==> config.mk <==
export PLATFORM = sky130hd
export DESIGN_NAME = atten_serial_master
export DESIGN_NICKNAME = d
export VERILOG_FILES = /design/src/rtl/atten_ser_pkg.sv /design/src/rtl/atten_ser_ctrl.sv /design/src/rtl/atten_ser_dp.sv /design/src/rtl/atten_serial_master.sv
export SDC_FILE = /design/constraint.sdc
export NUM_CORES = 1
export LEC_CHECK = 0
export BUFFER_PORTS_ARGS = -buffer_cell sky130_fd_sc_hd__buf_2
export CAP_MARGIN = 10
export CORE_UTILIZATION = 50
export CTS_BUF_LIST = sky130_fd_sc_hd__clkbuf_16
export DETAILED_ROUTE_END_ITERATION = 7
export PLACE_DENSITY_LB_ADDON = 0.15
export SYNTH_ARGS = -nofsm -noshare
export SYNTH_HDL_FRONTEND = slang
export SYNTH_HIERARCHICAL = 1
export SYNTH_SLANG_ARGS = --single-unit
==> constraint.sdc <==
create_clock -name clk -period 1.7 [get_ports clk]
set_clock_uncertainty 0.15 [all_clocks]
set_input_delay 0.34 -clock clk [delete_from_list [all_inputs] [get_ports clk]]
set_output_delay 0.34 -clock clk [all_outputs]
set_load 0.1 [all_outputs]
==> src/rtl/atten_ser_pkg.sv <==
package atten_ser_pkg;

  typedef enum logic [2:0] {
    ST_IDLE, ST_LOW, ST_HIGH, ST_LEGAP, ST_LATCH, ST_FIN
  } serState_e;

  // strobes from control to datapath, one cycle each
  typedef struct packed {
    logic load;     // capture inverted request into shifter
    logic shift;    // advance shifter (coincides with clock fall)
    logic clkRise;
    logic clkFall;
    logic leRise;
    logic leFall;
  } serStrobe_t;

  function automatic int ceilDiv(input int num, input int den);
    return (num + den - 1) / den;
  endfunction

  function automatic int maxOf(input int a, input int b);
    return (a > b) ? a : b;
  endfunction

endpackage

==> src/rtl/atten_ser_ctrl.sv <==
module atten_ser_ctrl
  import atten_ser_pkg::*;
#(
  parameter int NBITS     = 6,
  parameter int HI_CYC    = 10,
  parameter int LO_CYC    = 10,
  parameter int GAP_CYC   = 2,
  parameter int PULSE_CYC = 6
) (
  input  logic       clk,
  input  logic       rstN,
  input  logic       reqValid,
  output logic       reqReady,
  output logic       xferDone,
  output serStrobe_t strobe
);

  localparam int MAXC = maxOf(maxOf(HI_CYC, LO_CYC), maxOf(GAP_CYC, PULSE_CYC));
  localparam int CW   = $clog2(MAXC + 1);
  localparam int BW   = $clog2(NBITS + 1);

  serState_e state, nxt;
  logic [CW-1:0] cnt;
  logic [BW-1:0] bitIdx;

  always_comb begin
    nxt    = state;
    strobe = '0;
    unique case (state)
      ST_IDLE: if (reqValid) begin
        strobe.load = 1'b1;
        nxt = ST_LOW;
      end
      ST_LOW: if (int'(cnt) == LO_CYC - 1) begin
        strobe.clkRise = 1'b1;
        nxt = ST_HIGH;
      end
      ST_HIGH: if (int'(cnt) == HI_CYC - 1) begin
        strobe.clkFall = 1'b1;
        strobe.shift   = 1'b1;
        nxt = (int'(bitIdx) == NBITS - 1) ? ST_LEGAP : ST_LOW;
      end
      ST_LEGAP: if (int'(cnt) == GAP_CYC - 1) begin
        strobe.leRise = 1'b1;
        nxt = ST_LATCH;
      end
      ST_LATCH: if (int'(cnt) == PULSE_CYC - 1) begin
        strobe.leFall = 1'b1;
        nxt = ST_FIN;
      end
      ST_FIN:  nxt = ST_IDLE;
      default: nxt = ST_IDLE;
    endcase
  end

  always_ff @(posedge clk) begin
    if (!rstN) begin
      state  <= ST_IDLE;
      cnt    <= '0;
      bitIdx <= '0;
    end else begin
      state <= nxt;
      cnt   <= (nxt != state) ? '0 : cnt + 1'b1;
      if (strobe.load)
        bitIdx <= '0;
      else if (strobe.shift)
        bitIdx <= bitIdx + 1'b1;
    end
  end

  assign reqReady = (state == ST_IDLE);
  assign xferDone = (state == ST_FIN);

  // an accepted request makes the block busy on the next cycle
  p_accept_busy_r2: assert property (@(posedge clk) disable iff (!rstN)
    (reqValid && reqReady) |=> !reqReady);

  // done lasts a single cycle
  p_done_single_r7: assert property (@(posedge clk) disable iff (!rstN)
    xferDone |=> !xferDone);

  // while busy a new request cannot load the shifter
  p_busy_no_load_r8: assert property (@(posedge clk) disable iff (!rstN)
    !reqReady |-> !strobe.load);

endmodule

==> src/rtl/atten_ser_dp.sv <==
module atten_ser_dp
  import atten_ser_pkg::*;
#(
  parameter int NBITS = 6
) (
  input  logic             clk,
  input  logic             rstN,
  input  logic [NBITS-1:0] reqSteps,
  input  serStrobe_t       strobe,
  input  logic             reqReady,
  input  logic             xferDone,
  output logic             serClk,
  output logic             serData,
  output logic             serLatch
);

  logic [NBITS-1:0] shiftReg;

  always_ff @(posedge clk) begin
    if (!rstN) begin
      shiftReg <= '0;
      serClk   <= 1'b0;
      serLatch <= 1'b0;
    end else begin
      if (strobe.load)
        shiftReg <= ~reqSteps;            // active-low control code
      else if (strobe.shift)
        shiftReg <= {shiftReg[NBITS-2:0], 1'b0};
      if (strobe.clkRise)      serClk <= 1'b1;
      else if (strobe.clkFall) serClk <= 1'b0;
      if (strobe.leRise)       serLatch <= 1'b1;
      else if (strobe.leFall)  serLatch <= 1'b0;
    end
  end

  assign serData = shiftReg[NBITS-1];

  // data holds steady while the serial clock is high or rising
  p_data_stable_r5: assert property (@(posedge clk) disable iff (!rstN)
    serClk |-> $stable(serData));

  // latch and clock never high together
  p_latch_clk_low_r6: assert property (@(posedge clk) disable iff (!rstN)
    serLatch |-> !serClk);

  // done follows the falling latch
  p_done_after_le_r7: assert property (@(posedge clk) disable iff (!rstN)
    xferDone |-> $fell(serLatch));

  // idle lines are quiet
  p_idle_quiet_r9: assert property (@(posedge clk) disable iff (!rstN)
    reqReady |-> (!serClk && !serLatch && !serData));

endmodule

==> src/rtl/atten_serial_master.sv <==
module atten_serial_master
  import atten_ser_pkg::*;
#(
  parameter int NBITS         = 6,
  parameter int SYS_PERIOD_PS = 5000,
  parameter int SCLK_HIGH_PS  = 50000,
  parameter int SCLK_LOW_PS   = 50000,
  parameter int DATA_SETUP_PS = 10000,
  parameter int DATA_HOLD_PS  = 10000,
  parameter int LE_GAP_PS     = 10000,
  parameter int LE_WIDTH_PS   = 30000
) (
  input  logic             clk,
  input  logic             rstN,
  input  logic             reqValid,
  input  logic [NBITS-1:0] reqSteps,
  output logic             reqReady,
  output logic             serClk,
  output logic             serData,
  output logic             serLatch,
  output logic             xferDone
);

  localparam int HI_CYC    = maxOf(1, maxOf(ceilDiv(SCLK_HIGH_PS, SYS_PERIOD_PS),
                                            ceilDiv(DATA_HOLD_PS, SYS_PERIOD_PS)));
  localparam int LO_CYC    = maxOf(1, maxOf(ceilDiv(SCLK_LOW_PS, SYS_PERIOD_PS),
                                            ceilDiv(DATA_SETUP_PS, SYS_PERIOD_PS)));
  localparam int GAP_CYC   = maxOf(1, ceilDiv(LE_GAP_PS, SYS_PERIOD_PS));
  localparam int PULSE_CYC = maxOf(1, ceilDiv(LE_WIDTH_PS, SYS_PERIOD_PS));

  serStrobe_t strobe;

  atten_ser_ctrl #(
    .NBITS(NBITS), .HI_CYC(HI_CYC), .LO_CYC(LO_CYC),
    .GAP_CYC(GAP_CYC), .PULSE_CYC(PULSE_CYC)
  ) ctrl_i (
    .clk(clk), .rstN(rstN), .reqValid(reqValid),
    .reqReady(reqReady), .xferDone(xferDone), .strobe(strobe)
  );

  atten_ser_dp #(.NBITS(NBITS)) dp_i (
    .clk(clk), .rstN(rstN), .reqSteps(reqSteps), .strobe(strobe),
    .reqReady(reqReady), .xferDone(xferDone),
    .serClk(serClk), .serData(serData), .serLatch(serLatch)
  );

endmodule

### After elaboration in Yosys (flattened, before gate mapping)

Cells that the tools add are included.
W data, S select, Z words.

| storage, ports and cells | value |
|---|---|
| flip-flop bits (word level) | 18 |
| latch bits | 0 |
| memory bits (writable) | 0 |
| memory bits (read-only) | 0 |
| bits of input ports | 9 |
| memories kept | 0 |

| operators by class | value |
|---|---|
| add/sub/neg operators | 2 |
| multiply operators | 0 |
| divide/modulo/power cells | 0 |
| $lt $le $gt $ge | 0 |
| eq/ne operators | 10 |
| shifts and indexed selects | 0 |
| mux-type cells | 22 |
| bitwise gates (word level) | 2 |
| reduce and logical (&&, ||, !) cells | 6 |

Operators by type and width:

| cell | count |
|---|---|
| $mux W3 | 5 |
| $pmux W3 S5 | 1 |
| $mux W1 | 13 |
| $mux W6 | 2 |
| $eq A3 B3 Y1 const B | 3 |
| $eq A4 B4 Y1 const B | 2 |
| $eq A3 B2 Y1 const B | 2 |
| $not A6 Y6 | 1 |
| $reduce_bool A2 Y1 | 3 |
| $add A4 B1 Y4 const B | 1 |
| $eq A4 B2 Y1 const B | 1 |
| $reduce_or A2 Y1 | 2 |
| $add A3 B1 Y3 const B | 1 |
| $eq A3 B1 Y1 const B | 1 |
| $logic_not A3 Y1 | 1 |
| $ne A3 B3 Y1 | 1 |
| $mux W2 | 1 |
| $not A1 Y1 | 1 |

### Longest topological paths before layout

| depth | value |
|---|---|
| word-level depth | 6 |
| gate-level depth with buffers | 8 |
| gate-level depth less buffers | 6 |

### Modules after synthesis

The synthesis kept the hierarchy.

Modules (own cells, without submodules):

| module | instances | cells each | area each (sq um) | sequential area each (sq um) |
|---|---|---|---|---|
| atten_ser_ctrl | 1 | 71 | 678.2 | 200.2 |
| atten_ser_dp | 1 | 33 | 371.6 | 160.2 |

### Worst setup path before layout

OpenSTA, ideal clock, no wires.

| timing | value |
|---|---|
| path type | reg2out |
| start | register ctrl_i.state[2] |
| end | output xferDone |
| data arrival time | 2.598 ns |
| required time | 1.210 ns |
| path slack | -1.388 ns |
| cell stages (with the launch flop) | 4 |
| buffers on the path | 1 |
| cells stage by stage | dfxtp_1 > buf_4 > inv_1 > nor3_1 |

| on the way | value |
|---|---|
| longest elaborated chain between the ends | 1 |

Ends and longest elaborated chain:

| element | line | RTL |
|---|---|---|
| start: declaration | atten_ser_ctrl.sv:22 | `serState_e state, nxt;` |
| start signal: assignment | atten_ser_ctrl.sv:62 | `state <= nxt;` |
| $eq A3 B3 Y1 | atten_ser_ctrl.sv:72 | `assign xferDone = (state == ST_FIN);` |
| end: declaration | atten_serial_master.sv:21 | `output logic xferDone` |

Every way passes these cells.

### Worst setup path in the final report

Same ends and word-level chain as after synthesis.

==> impl_metrics.json <==
{
  "ioPinCount": 14,
  "hold_class": "input pin to register",
  "worst-path-stages": 4,
  "yosys.area.top_type_share_pct": 34.3,
  "std_cell_rows": 16,
  "postLayoutCoreUtil_pct": 70.3,
  "critical_path.endpoint": "xferDone",
  "fmaxAchievable_mhz": 603,
  "critical_path_arrival_ps": 1170,
  "outcome": "completed",
  "routabilityCongestion": 0.769,
  "io_buffers": 13,
  "reg2reg_from": "ctrl_i/cnt[1]",
  "dpl_cell_area_sq_um": 1230,
  "grt_util_met3_pct": 3.40,
  "ctsHtreeMaxLevel": 1,
  "maxCapViolations": 0,
  "timing.hold.worst_path_depth": 3,
  "setup.worst_path.class": "register to primary output",
  "cp_num_buf_inv": 3,
  "critPathLaunch": "ctrl_i/state[2]",
  "clk_pin_slew_ps": 50,
  "slew-limit-headroom_pct": 67.8,
  "worst_path_max_delay_cell": "sky130_fd_sc_hd__dfxtp_2",
  "multiInputGateArea_sq_um": 638,
  "share_of_synthesized_area_occupied_by_flip_flops_and_latches_pct": 34.3,
  "crit_family": "buffers and inverters",
  "worst_skew_pair.late_latency_ps": 240,
  "cts.sinks": 18,
  "grtUsageMet2_pct": 31.9,
  "area_of_the_mapped_netlist_sq_um": 1050,
  "max-clock-path-buffers": 2,
  "hold_viol_final": 0,
  "via_count": 786,
  "critical_path_required_ps": 1210,
  "vias_in_the_first_global_route": 734,
  "power.density_nw_per_um2": 778,
  "die_h_microns": 47.8,
  "cp_max_fo": 7,
  "drc": 0,
  "post_route_design_area_sq_um": 1380,
  "cell_variety_after_synth": 36,
  "die_w_microns": 47.8,
  "netlist_top_cells_area": "sky130_fd_sc_hd__dfxtp_1, sky130_fd_sc_hd__mux2_4, sky130_fd_sc_hd__ha_1",
  "synth_nets": 117,
  "cts_tree": "yes",
  "power_leakage_nw": 0.591,
  "cells_traversed_along_the_worst_timing_path": "buf_8 > inv_4 > nor3_4 > buf_12",
  "dieArea_sq_um": 2290,
  "gr-max-usage-layer": "met2",
  "drt_first_iter_violations": 14,
  "design.final.nets": 141,
  "worst-r2r-cell-count": 6,
  "antenna_found_initial": 0,
  "num_antenna_cells": 0,
  "syn-mean-instance-area_sq_um": 10.1,
  "ff2ff_setup_slack_ps": 60,
  "setup_violations": 0,
  "initial_core_util_pct": 53.5,
  "worstSetupStartpointType": "register",
  "drt_via_density": 5.14,
  "finalCriticalPeriod_ps": 1660,
  "synth_area_leader_cell": "sky130_fd_sc_hd__dfxtp_1",
  "fin_crit_sh_pct": 97.5,
  "fillerInstances": 153,
  "area_growth_pct": 31.5,
  "cpPeakStageDelay_ps": 340,
  "r2r_end": "dp_i/shiftReg[5]",
  "detail-route-antenna-nets": 0,
  "synth_cells": 104,
  "global_route.overflow_total": 0,
  "grt_first_pass_wirelength_microns": 3060,
  "grt.met1_usage_pct": 24.4,
  "drtPass1Iterations": 4,
  "mostFrequentLayoutCells": "sky130_fd_sc_hd__dfxtp_1, sky130_fd_sc_hd__buf_2, sky130_fd_sc_hd__nand2_1, sky130_fd_sc_hd__buf_4, sky130_fd_sc_hd__nor2_1",
  "setup_repair_after_global_routing_missed_its_margin": "false",
  "cts_inserted_buffers": 3,
  "final_max_slew_viol_count": 0,
  "final_common_cell": "sky130_fd_sc_hd__dfxtp_1",
  "clock-root-buffer": "sky130_fd_sc_hd__clkbuf_16",
  "groute.usage.overall_pct": 19.4,
  "sequential_cell_area_sq_um": 363,
  "maximum_number_of_pins_on_one_net_before_global_route_repair": 16,
  "hold_buffers": 0,
  "ys_ff_latch": 18,
  "tightest_slew_ps": 486,
  "vdd_ir_max_mv": 0.753,
  "place.detailed.hpwl_microns": 1380,
  "coreArea_sq_um": 1960,
  "crit_path_end_kind": "primary output",
  "yosysWarningCount": 6,
  "drive_gt1_share_pct": 40.5,
  "drt_wl_total_microns": 1930,
  "routedWlPerCell_microns": 12.6
}
[power by group]
group | internal (mW) | switching [mW] | leakage, nW
combinational | 0.0803 | 0.0871 | 0.406
sequential | 0.441 | 0.0114 | 0.148
clock | 0.309 | 0.145 | 0.0370
total | 0.830 | 0.243 | 0.591
[per-stage QoR]
step                      worst slack, ps  hold WS, ps  TNS [ps]  instances  total power, mW
final                                41.9          209         0        153             1.07
after global placement               36.6          348         0        145            0.617
after detailed placement            -1.33          363     -1.33        145            0.621
after global routing                 1.72          223         0        153             1.12
after floorplan                     -86.4          286      -461        104            0.574
after CTS                            1.16          209         0        148             1.08
[Yosys cell counts]
library cell and n:
sky130_fd_sc_hd__nor3_2 1, sky130_fd_sc_hd__dfxtp_1 18, sky130_fd_sc_hd__xor2_1 2, sky130_fd_sc_hd__buf_4 2, sky130_fd_sc_hd__nand2b_4 1, sky130_fd_sc_hd__nor2b_2 1, sky130_fd_sc_hd__nand4bb_4 1, sky130_fd_sc_hd__a31oi_1 1
sky130_fd_sc_hd__o211a_1 5, sky130_fd_sc_hd__nand4bb_1 1, sky130_fd_sc_hd__nor4bb_1 1, sky130_fd_sc_hd__nor2b_1 5, sky130_fd_sc_hd__nor2_4 1, sky130_fd_sc_hd__a211oi_1 1, sky130_fd_sc_hd__o21a_1 4, sky130_fd_sc_hd__nand2_1 9
sky130_fd_sc_hd__o2111ai_2 1, sky130_fd_sc_hd__nor4b_4 1, sky130_fd_sc_hd__xnor2_1 3, sky130_fd_sc_hd__ha_1 4, sky130_fd_sc_hd__a21o_1 1, sky130_fd_sc_hd__nor3b_1 1, sky130_fd_sc_hd__buf_6 4, sky130_fd_sc_hd__a21boi_1 2
sky130_fd_sc_hd__nor2_1 8, sky130_fd_sc_hd__nand3_1 2, sky130_fd_sc_hd__a211oi_2 1, sky130_fd_sc_hd__nand2b_1 1, sky130_fd_sc_hd__o21ai_0 2, sky130_fd_sc_hd__nor3_1 4, sky130_fd_sc_hd__inv_1 5, sky130_fd_sc_hd__clkbuf_1 2
sky130_fd_sc_hd__nor4b_2 1, sky130_fd_sc_hd__o21ai_1 1, sky130_fd_sc_hd__mux2_4 5, sky130_fd_sc_hd__a21oi_1 1
[repair_timing]
| item | 4_1_cts | 5_1_grt |
|---|---|---|
| pin swaps | 1 | 1 |
| buffers inserted | 0 | 5 |
| gates resized for setup | 1 | 4 |
| cloned | 0 | 0 |
| setup endpoints to repair | 6 | 10 |
[how the worst min path moves through the flow]
| stage | slack (ps) | to | startpoint |
|---|---|---|---|
| after floorplan | 290 | ctrl_i/cnt[0] | ctrl_i/cnt[0] |
| after global placement | 350 | ctrl_i/bitIdx[1] | ctrl_i/bitIdx[1] |
| after detailed placement | 360 | ctrl_i/bitIdx[2] | ctrl_i/bitIdx[2] |
| after CTS | 210 | dp_i/shiftReg[4] | reqSteps[4] |
| after global routing | 220 | dp_i/shiftReg[2] | reqSteps[2] |
| final | 210 | dp_i/shiftReg[4] | reqSteps[4] |
[cell type report]
type	instances	area share (%)
Inverter	5	1.54
Tap cell	27	2.45
Multi-Input combinational cell	73	46.2
Clock buffer	3	5.44
Timing Repair Buffer	27	18.0
Sequential cell	18	26.3
[tightest hold or removal path, delay by kind of cell]
| kind | cells | cell delay, ps |
|---|---|---|
| buffers and inverters | 1 | 70 |
| AO/OA/AOI/OAI | 1 | 110 |
| AND/OR/NAND/NOR | 1 | 40 |
[layer usage]
metal	wire length, microns	part of all wire (%)	vias to the layer above
met5	0	0	-
met4	24	1.2	0
met3	62	3.2	4
met2	1000	52	21
met1	841	44	358
li1	-	-	403
[kinds of logic (layout without fill, tap and decap cells)]
family | after synthesis | count (layout) | synth area share, %
flip-flops | 18 | 18 | 34.3
AND/OR/NAND/NOR | 39 | 39 | 25.7
AO/OA/AOI/OAI | 20 | 20 | 15.6
multiplexers | 5 | 5 | 7.15
adder cells (fa/ha/maj) | 4 | 4 | 4.77
XOR/XNOR | 5 | 5 | 4.17
buffers and inverters | 13 | 35 | 8.22
[state kept, by name, indices dropped and copies added, names as in the netlist]
name,count
ctrl_i/cnt,4
ctrl_i/bitIdx,3
dp_i/serLatch,1
dp_i/shiftReg,6
ctrl_i/state,3
dp_i/serClk,1
(Power assumes the default switching activity.)
